==> src/rtl/l11_pkg.sv <==
// Shared types and constants for the Linear11 limit register.
// Assumes a 16-bit word: 5-bit exponent on top, 11-bit mantissa below.
package l11_pkg;
    localparam int L11_EXP_W = 5;
    localparam int L11_MAN_W = 11;
    localparam int QA_W      = 28;     // quarter-ampere working width
    localparam int QPA       = 4;      // quarter steps per ampere
    localparam logic [L11_EXP_W-1:0] EXP_QUARTER = 5'b11110;

    typedef struct packed {
        logic [L11_EXP_W-1:0] exp;
        logic [L11_MAN_W-1:0] man;
    } l11_word_t;
endpackage

==> src/rtl/l11_decode.sv <==
// Converts a Linear11 word into quarter-ampere quantities.
// Outputs: the validity against the phase-scaled ceiling, the count rounded
// up to a quarter step, and a nearest-quarter count capped for backup.
// Assumes nph_i is already forced into 1..NPH by the caller.
module l11_decode
    import l11_pkg::*;
#(
    parameter int PHW        = 3,
    parameter int MAX_QA     = 124,
    parameter int NVW        = 7
) (
    input  logic [15:0]     word_i,
    input  logic [PHW-1:0]  nph_i,
    output logic            ok_o,
    output logic [QA_W-1:0] qceil_o,
    output logic [NVW-1:0]  qnear_o
);
    l11_word_t          w;
    logic signed [5:0]  sh;
    logic [4:0]         k;
    logic [QA_W-1:0]    mag, q, lim, lowmask, qn;
    logic               rem, half, neg, over;

    // Shift the mantissa into quarter units and flag any discarded bits
    always_comb begin
        w       = word_i;
        neg     = w.man[L11_MAN_W-1];
        mag     = QA_W'(w.man[L11_MAN_W-2:0]);
        sh      = $signed({w.exp[L11_EXP_W-1], w.exp}) + 6'sd2;
        lim     = QA_W'(MAX_QA) * QA_W'(nph_i);
        k       = 5'd0;
        lowmask = '0;
        if (sh >= 6'sd0) begin
            q    = mag << sh[4:0];
            rem  = 1'b0;
            half = 1'b0;
        end else begin
            k       = 5'(-sh);
            lowmask = (QA_W'(1) << k) - QA_W'(1);
            q       = mag >> k;
            rem     = |(mag & lowmask);
            half    = mag[k - 5'd1];
        end
        over    = (q > lim) || ((q == lim) && rem);
        ok_o    = !neg && !over;
        qceil_o = q + QA_W'(rem);
        qn      = q + QA_W'(half);
        qnear_o = (qn > QA_W'(MAX_QA)) ? NVW'(MAX_QA) : qn[NVW-1:0];
    end
endmodule

==> src/rtl/l11_hwcode.sv <==
// Picks the smallest whole-ampere per-phase threshold that covers the
// requested total, within HW_MIN_A..HW_MAX_A, and returns it minus HW_MIN_A.
// Assumes qceil_i is already rounded up to a quarter step.
module l11_hwcode
    import l11_pkg::*;
#(
    parameter int PHW      = 3,
    parameter int HW_MIN_A = 4,
    parameter int HW_MAX_A = 31,
    parameter int CW       = 5
) (
    input  logic [QA_W-1:0] qceil_i,
    input  logic [PHW-1:0]  nph_i,
    output logic [CW-1:0]   code_o
);
    // Scan downward so the last match is the smallest covering step
    always_comb begin
        code_o = CW'(HW_MAX_A - HW_MIN_A);
        for (int t = HW_MAX_A; t >= HW_MIN_A; t--) begin
            if (QA_W'(QPA * t) * QA_W'(nph_i) >= qceil_i)
                code_o = CW'(t - HW_MIN_A);
        end
    end
endmodule

==> src/rtl/l11_limit_reg.sv <==
// Overcurrent-warning limit register. It accepts Linear11 word writes on
// one command code, rejects bad data, derives per-phase hardware codes and
// models a quarter-ampere backup copy. Assumes single-cycle strobes on the
// write, store and restore inputs, with a synchronous active-low reset.
module l11_limit_reg
    import l11_pkg::*;
#(
    parameter int          NPH             = 4,
    parameter logic [7:0]  CMD_CODE        = 8'h4A,
    parameter int          MAX_A_PER_PHASE = 31,
    parameter int          HW_MIN_A        = 4,
    parameter int          NVM_INIT_QA     = 80,
    localparam int         PHW    = $clog2(NPH + 1),
    localparam int         MAX_QA = MAX_A_PER_PHASE * QPA,
    localparam int         NVW    = $clog2(MAX_QA + 1),
    localparam int         CW     = $clog2(MAX_A_PER_PHASE - HW_MIN_A + 1)
) (
    input  logic               clk,
    input  logic               rst_n,
    input  logic               wr_en,
    input  logic [7:0]         wr_cmd,
    input  logic [15:0]        wr_data,
    input  logic [7:0]         rd_cmd,
    output logic [15:0]        rd_data,
    input  logic [PHW-1:0]     phase_cnt,
    input  logic               store_pulse,
    input  logic               restore_pulse,
    output logic               inv_data,
    output logic [NPH*CW-1:0]  hw_code
);
    logic [15:0]     limit_q;
    logic [NVW-1:0]  nvm_q;
    logic [PHW-1:0]  nph_eff;
    logic            wr_hit, wr_ok, cur_ok;
    logic [QA_W-1:0] wr_qceil, cur_qceil;
    logic [NVW-1:0]  wr_qnear, cur_qnear;
    logic [CW-1:0]   code_cur;

    // Out-of-range phase counts fall back to a single phase
    always_comb begin
        nph_eff = ((phase_cnt == '0) || (phase_cnt > PHW'(NPH))) ? PHW'(1) : phase_cnt;
        wr_hit  = wr_en && (wr_cmd == CMD_CODE);
    end

    l11_decode #(.PHW(PHW), .MAX_QA(MAX_QA), .NVW(NVW)) u_dec_wr (
        .word_i (wr_data), .nph_i (nph_eff),
        .ok_o (wr_ok), .qceil_o (wr_qceil), .qnear_o (wr_qnear)
    );

    l11_decode #(.PHW(PHW), .MAX_QA(MAX_QA), .NVW(NVW)) u_dec_cur (
        .word_i (limit_q), .nph_i (nph_eff),
        .ok_o (cur_ok), .qceil_o (cur_qceil), .qnear_o (cur_qnear)
    );

    l11_hwcode #(.PHW(PHW), .HW_MIN_A(HW_MIN_A), .HW_MAX_A(MAX_A_PER_PHASE), .CW(CW)) u_code (
        .qceil_i (cur_qceil), .nph_i (nph_eff), .code_o (code_cur)
    );

    // Live register: an accepted write beats a restore
    always_ff @(posedge clk) begin
        if (!rst_n)
            limit_q <= {EXP_QUARTER, L11_MAN_W'(NVM_INIT_QA)};
        else if (wr_hit && wr_ok)
            limit_q <= wr_data;
        else if (restore_pulse)
            limit_q <= {EXP_QUARTER, L11_MAN_W'(nvm_q)};
    end

    // Backup copy: captures the nearest quarter of the pre-write value
    always_ff @(posedge clk) begin
        if (!rst_n)
            nvm_q <= NVW'(NVM_INIT_QA);
        else if (store_pulse)
            nvm_q <= cur_qnear;
    end

    // Invalid-data pulse for one cycle after a rejected write
    always_ff @(posedge clk) begin
        if (!rst_n) inv_data <= 1'b0;
        else        inv_data <= wr_hit && !wr_ok;
    end

    // Per-phase code lanes; lanes beyond the active count are held at 0
    for (genvar g = 0; g < NPH; g++) begin : g_lane
        always_ff @(posedge clk) begin
            if (!rst_n)
                hw_code[g*CW +: CW] <= '0;
            else
                hw_code[g*CW +: CW] <= (PHW'(g) < nph_eff) ? code_cur : '0;
        end
    end

    // Read mux: only the owned command code returns data
    always_comb rd_data = (rd_cmd == CMD_CODE) ? limit_q : 16'h0000;

    // Decoder side outputs that the register path does not consume
    logic unused_ok;
    always_comb unused_ok = ^{cur_ok, wr_qceil, wr_qnear};
endmodule

==> config.mk <==
export PLATFORM = sky130hd
export DESIGN_NAME = l11_limit_reg
export DESIGN_NICKNAME = d
export VERILOG_FILES = /design/src/rtl/l11_pkg.sv /design/src/rtl/l11_decode.sv /design/src/rtl/l11_hwcode.sv /design/src/rtl/l11_limit_reg.sv
export SDC_FILE = /design/constraint.sdc
export NUM_CORES = 1
export LEC_CHECK = 0
export BUFFER_PORTS_ARGS = -buffer_cell sky130_fd_sc_hd__clkbuf_2
export CORE_ASPECT_RATIO = 0.5
export CORE_MARGIN = 3
export CORE_UTILIZATION = 50
export DETAILED_ROUTE_END_ITERATION = 6
export PLACE_DENSITY = 0.68
export SETUP_SLACK_MARGIN = 0.5
export SYNTH_ARGS = -nofsm -noshare
export SYNTH_HDL_FRONTEND = slang
export SYNTH_SLANG_ARGS = --single-unit
==> constraint.sdc <==
create_clock -name clk -period 17.2 [get_ports clk]
set_input_delay 1.72 -clock clk [delete_from_list [all_inputs] [get_ports clk]]
set_output_delay 1.72 -clock clk [all_outputs]
set_load 0.01 [all_outputs]
==> run_results.csv <==
group,metric,value,unit
synth,synth-warning-count,0,
synth,net_count_after_synthesis,1494,
grt,grt_pass1_vias,9876,
detailed_routing,route.final.wire_length,33.6,mm
final_layout,drive_gt1_share,15.4,%
synth,postSynth.asyncResetShare,0,%
setup_path,critPathLaunchType,"flip-flop",
sta,tightestPinTransition,1.21,ns
floorplan,floorplan.die.width,208,um
clock_network,cts_hold_repair.buffers,0,
setup_path,setup.reg_to_reg.worst_slack,8.11,ns
final_layout,most_used_cells_in_the_layout_excluding_fill_and_tap_cells,"sky130_fd_sc_hd__ha_1 (144), sky130_fd_sc_hd__nand2_1 (117), sky130_fd_sc_hd__nor2_1 (78), sky130_fd_sc_hd__a21oi_1 (78), sky130_fd_sc_hd__clkbuf_2 (76)",
detailed_routing,route.detailed.vias_per_inst,6.59,
power,power.static_leakage,4.74,nW
placement,detailed_place_hpwl,26.3,mm
setup_path,timing.critical_path.mode_cell,"sky130_fd_sc_hd__ha_1",
floorplan,top_level_ports,77,
synth,yosysSeqAreaShare,8.66,%
detailed_routing,drt-initial-drc-count,1127,
final_layout,area_growth,5.94,%
synth,synth.area.top_cells,"sky130_fd_sc_hd__ha_1 (18%), sky130_fd_sc_hd__dfxtp_1 (8.7%), sky130_fd_sc_hd__nand2_1 (4.3%)",
synth,netlist.top_cell.by_area,"sky130_fd_sc_hd__ha_1",
clock_network,worst_skew_pair.late_latency,0.30,ns
sta,achievable-frequency,110,MHz
sta,layout_min_cycle_time,9.09,ns
synth,synthDistinctLibCells,104,
grt,grt_first_pass_wirelength,53.7,mm
clock_network,clkTransAtPathRegs,0.07,ns
detailed_routing,drtPass1Iterations,5,
placement,port_buffers,76,
synth,synth_flop_cell,"sky130_fd_sc_hd__dfxtp_1",
final_layout,design.final.nets,1513,
synth,synth-edff-count,0,
placement,pre_cts_slack,8.39,ns
sta,worst_slew_margin_rel,19.0,%
setup_path,worstRegToRegCells,28,
final_layout,most_common_cell_after_layout_fill_and_taps_aside,"sky130_fd_sc_hd__ha_1",
clock_network,number_of_cts_inserted_buffers,5,
setup_path,timing.setup.critical_path_class,"flip-flop to flip-flop",
setup_path,worstPathMaxFanout,25,
synth,synthesis.instances,1300,
floorplan,placementRows,36,
setup_path,cpPeakStageDelay,1.01,ns
grt,grt_start_max_net_pins,46,
grt,grt_overflow_total,0,
power,total_power,0.000497,W
final_layout,fin_cells,1586,
grt,grt_util_all_layers,29.7,%
min_path,min_delay_worst_endpoint,"limit_q[10]",
sta,hold_viol_final,0,
floorplan,floorplan.die.height,107,um
min_path,whs_path_depth,2,
sta,worst_clock_skew,0.0128,ns
clock_network,cts_tree,"built",
setup_path,regToRegEndpoint,"hw_code[18]",
clock_network,cts_htree_levels,2,
setup_path,critical_path_required,17.42,ns
setup_path,crit_end_category,"flip-flop",
synth,ys_seq_elements,44,
setup_path,slowest_stage,"sky130_fd_sc_hd__xnor2_1",
clock_network,clockRootBuffer,"sky130_fd_sc_hd__clkbuf_16",
floorplan,floorplan.initialDensity,51.7,%
synth,synth_largest_type_area_fraction,17.7,%
setup_path,worstReg2RegStart,"limit_q[13]",
placement,finalWeightedCongestion,0.993,
clock_network,max-clock-path-buffers,2,
detailed_routing,wire_per_inst,21.2,um
floorplan,dieArea,22200,um^2
grt,number_of_antenna_violations_at_the_first_check_in_global_routing,0,
clock_network,cts_setup_buffers,0,
power,power-per-cell-area,46.1,nW/um^2
min_path,timing.hold.worst.class,"flip-flop to flip-flop",
final_layout,n_antenna_cell,0,
detailed_routing,drcViolationCount,0,
outcome,outcome,"completed",
run,cap_violations,0,
detailed_routing,vias,10500,
sta,timing.final.setup_violations,0,
clock_network,sink_count_of_the_clock_tree,44,
sta,fin_tns_setup,0,ns
sta,slew_viol_final,0,
power,worst_ir_drop_vdd,0.0331,mV
synth,syn-cell-area,10200,um^2
min_path,hold_path_startpoint,"limit_q[10]",
sta,min_period_over_period,52.9,%
sta,rsz0062_at_grt,"false",
clock_network,cts-resized-gates,0,
setup_path,arrival,9.31,ns
synth,average_size_of_a_mapped_cell,7.82,um^2
placement,cell_count_after_placement,1578,
sta,layout_setup_ws,8.11,ns
floorplan,core_area,19700,um^2
detailed_routing,final_antenna_net_count,0,
==> cells by family after synthesis <==
group,synth area share [%]
xor+xnor,5.47
flops,8.66
compound gates,28.3
mux,10.5
fa+ha+maj,19.7
simple gates,22.1
buf+inv,5.29
==> state kept, by name (all words and copies together), names as in the netlist <==
name	flops
hw_code	20
nvm_q	7
inv_data	1
limit_q	16
==> through the flow <==
step	util [%]	instance area [um^2]	hold slack, ns
floorplan	-	10200	0.410
global placement	54.0	10600	0.417
detailed placement	54.0	10600	0.423
CTS	54.7	10800	0.432
global route	54.7	10800	0.457
finish	54.7	10800	0.431
==> layout make-up <==
| type | count | area, um^2 |
|---|---|---|
| repair buffers | 85 | 448 |
| clock inverters | 3 | 21.3 |
| inverters | 55 | 206 |
| multi-input cells | 1128 | 8760 |
| flip-flops and latches | 44 | 882 |
| clock buffers | 5 | 125 |
| fillers | 1825 | 8910 |
| well taps | 266 | 333 |
==> metal layers <==
| layer | wire length (um) | vias to the layer above | GRT usage, % |
|---|---|---|---|
| li1 | - | 4955 | - |
| met1 | 15700 | 4927 | 42.8 |
| met2 | 13800 | 522 | 45.8 |
| met3 | 3280 | 53 | 6.43 |
| met4 | 712 | 0 | 6.10 |
| met5 | 0 | - | 0 |
==> synth_stat cells, types with 6 or more instances <==
master / number
sky130_fd_sc_hd__o31ai_1: 12
sky130_fd_sc_hd__o21ai_0: 66
sky130_fd_sc_hd__nor3_1: 44
sky130_fd_sc_hd__nor3b_1: 11
sky130_fd_sc_hd__nand2b_1: 19
sky130_fd_sc_hd__fa_1: 10
sky130_fd_sc_hd__a211o_1: 9
sky130_fd_sc_hd__nand2_1: 117
sky130_fd_sc_hd__nand3b_1: 6
sky130_fd_sc_hd__xor2_1: 22
sky130_fd_sc_hd__mux2i_1: 38
sky130_fd_sc_hd__inv_1: 50
sky130_fd_sc_hd__o22ai_1: 20
sky130_fd_sc_hd__nor2_1: 78
sky130_fd_sc_hd__and2_1: 27
sky130_fd_sc_hd__nor2b_1: 22
sky130_fd_sc_hd__buf_4: 6
sky130_fd_sc_hd__a31oi_1: 24
sky130_fd_sc_hd__xnor2_1: 31
sky130_fd_sc_hd__dfxtp_1: 44
sky130_fd_sc_hd__a21o_1: 24
sky130_fd_sc_hd__clkbuf_1: 49
sky130_fd_sc_hd__nand4_1: 8
sky130_fd_sc_hd__and3_1: 17
sky130_fd_sc_hd__a21boi_0: 9
sky130_fd_sc_hd__o211ai_1: 10
sky130_fd_sc_hd__or2_2: 10
sky130_fd_sc_hd__ha_1: 144
sky130_fd_sc_hd__or3_1: 9
sky130_fd_sc_hd__a2111oi_0: 7
sky130_fd_sc_hd__buf_2: 16
sky130_fd_sc_hd__mux4_2: 18
sky130_fd_sc_hd__a211oi_1: 14
sky130_fd_sc_hd__a21oi_1: 78
sky130_fd_sc_hd__o21a_1: 21
sky130_fd_sc_hd__mux2_2: 25
sky130_fd_sc_hd__nand3_1: 32
==> where the power goes <==
| group | internal [W] | switching, W | total [W] |
|---|---|---|---|
| Combinational | 0.000117 | 0.000172 | 0.000289 |
| Clock | 0.0000541 | 0.0000438 | 0.0000980 |
| Sequential | 0.000107 | 0.00000308 | 0.000110 |
| Total | 0.000278 | 0.000219 | 0.000497 |
==> worst max path at each step <==
stage / startpoint / end / slack, ns
floorplan: limit_q[11] / hw_code[15] / 9.59
global placement: limit_q[13] / hw_code[7] / 8.81
detailed placement: limit_q[13] / hw_code[18] / 8.39
CTS: limit_q[13] / hw_code[18] / 8.31
global route: limit_q[13] / hw_code[18] / 7.41
finish: limit_q[13] / hw_code[18] / 8.11
==> worst max-delay path: cells and delay by family (launching register included) <==
kind                     cells  cell delay (ns)
AO/OA/AOI/OAI                8             1.86
XOR/XNOR                     3             1.59
adder cells (fa/ha/maj)      5             2.18
buffers and inverters        1             0.31
flip-flops                   1             0.65
multiplexers                 1             0.16
AND/OR/NAND/NOR             10             2.23
No activity file was read; power rests on OpenSTA's default activity.
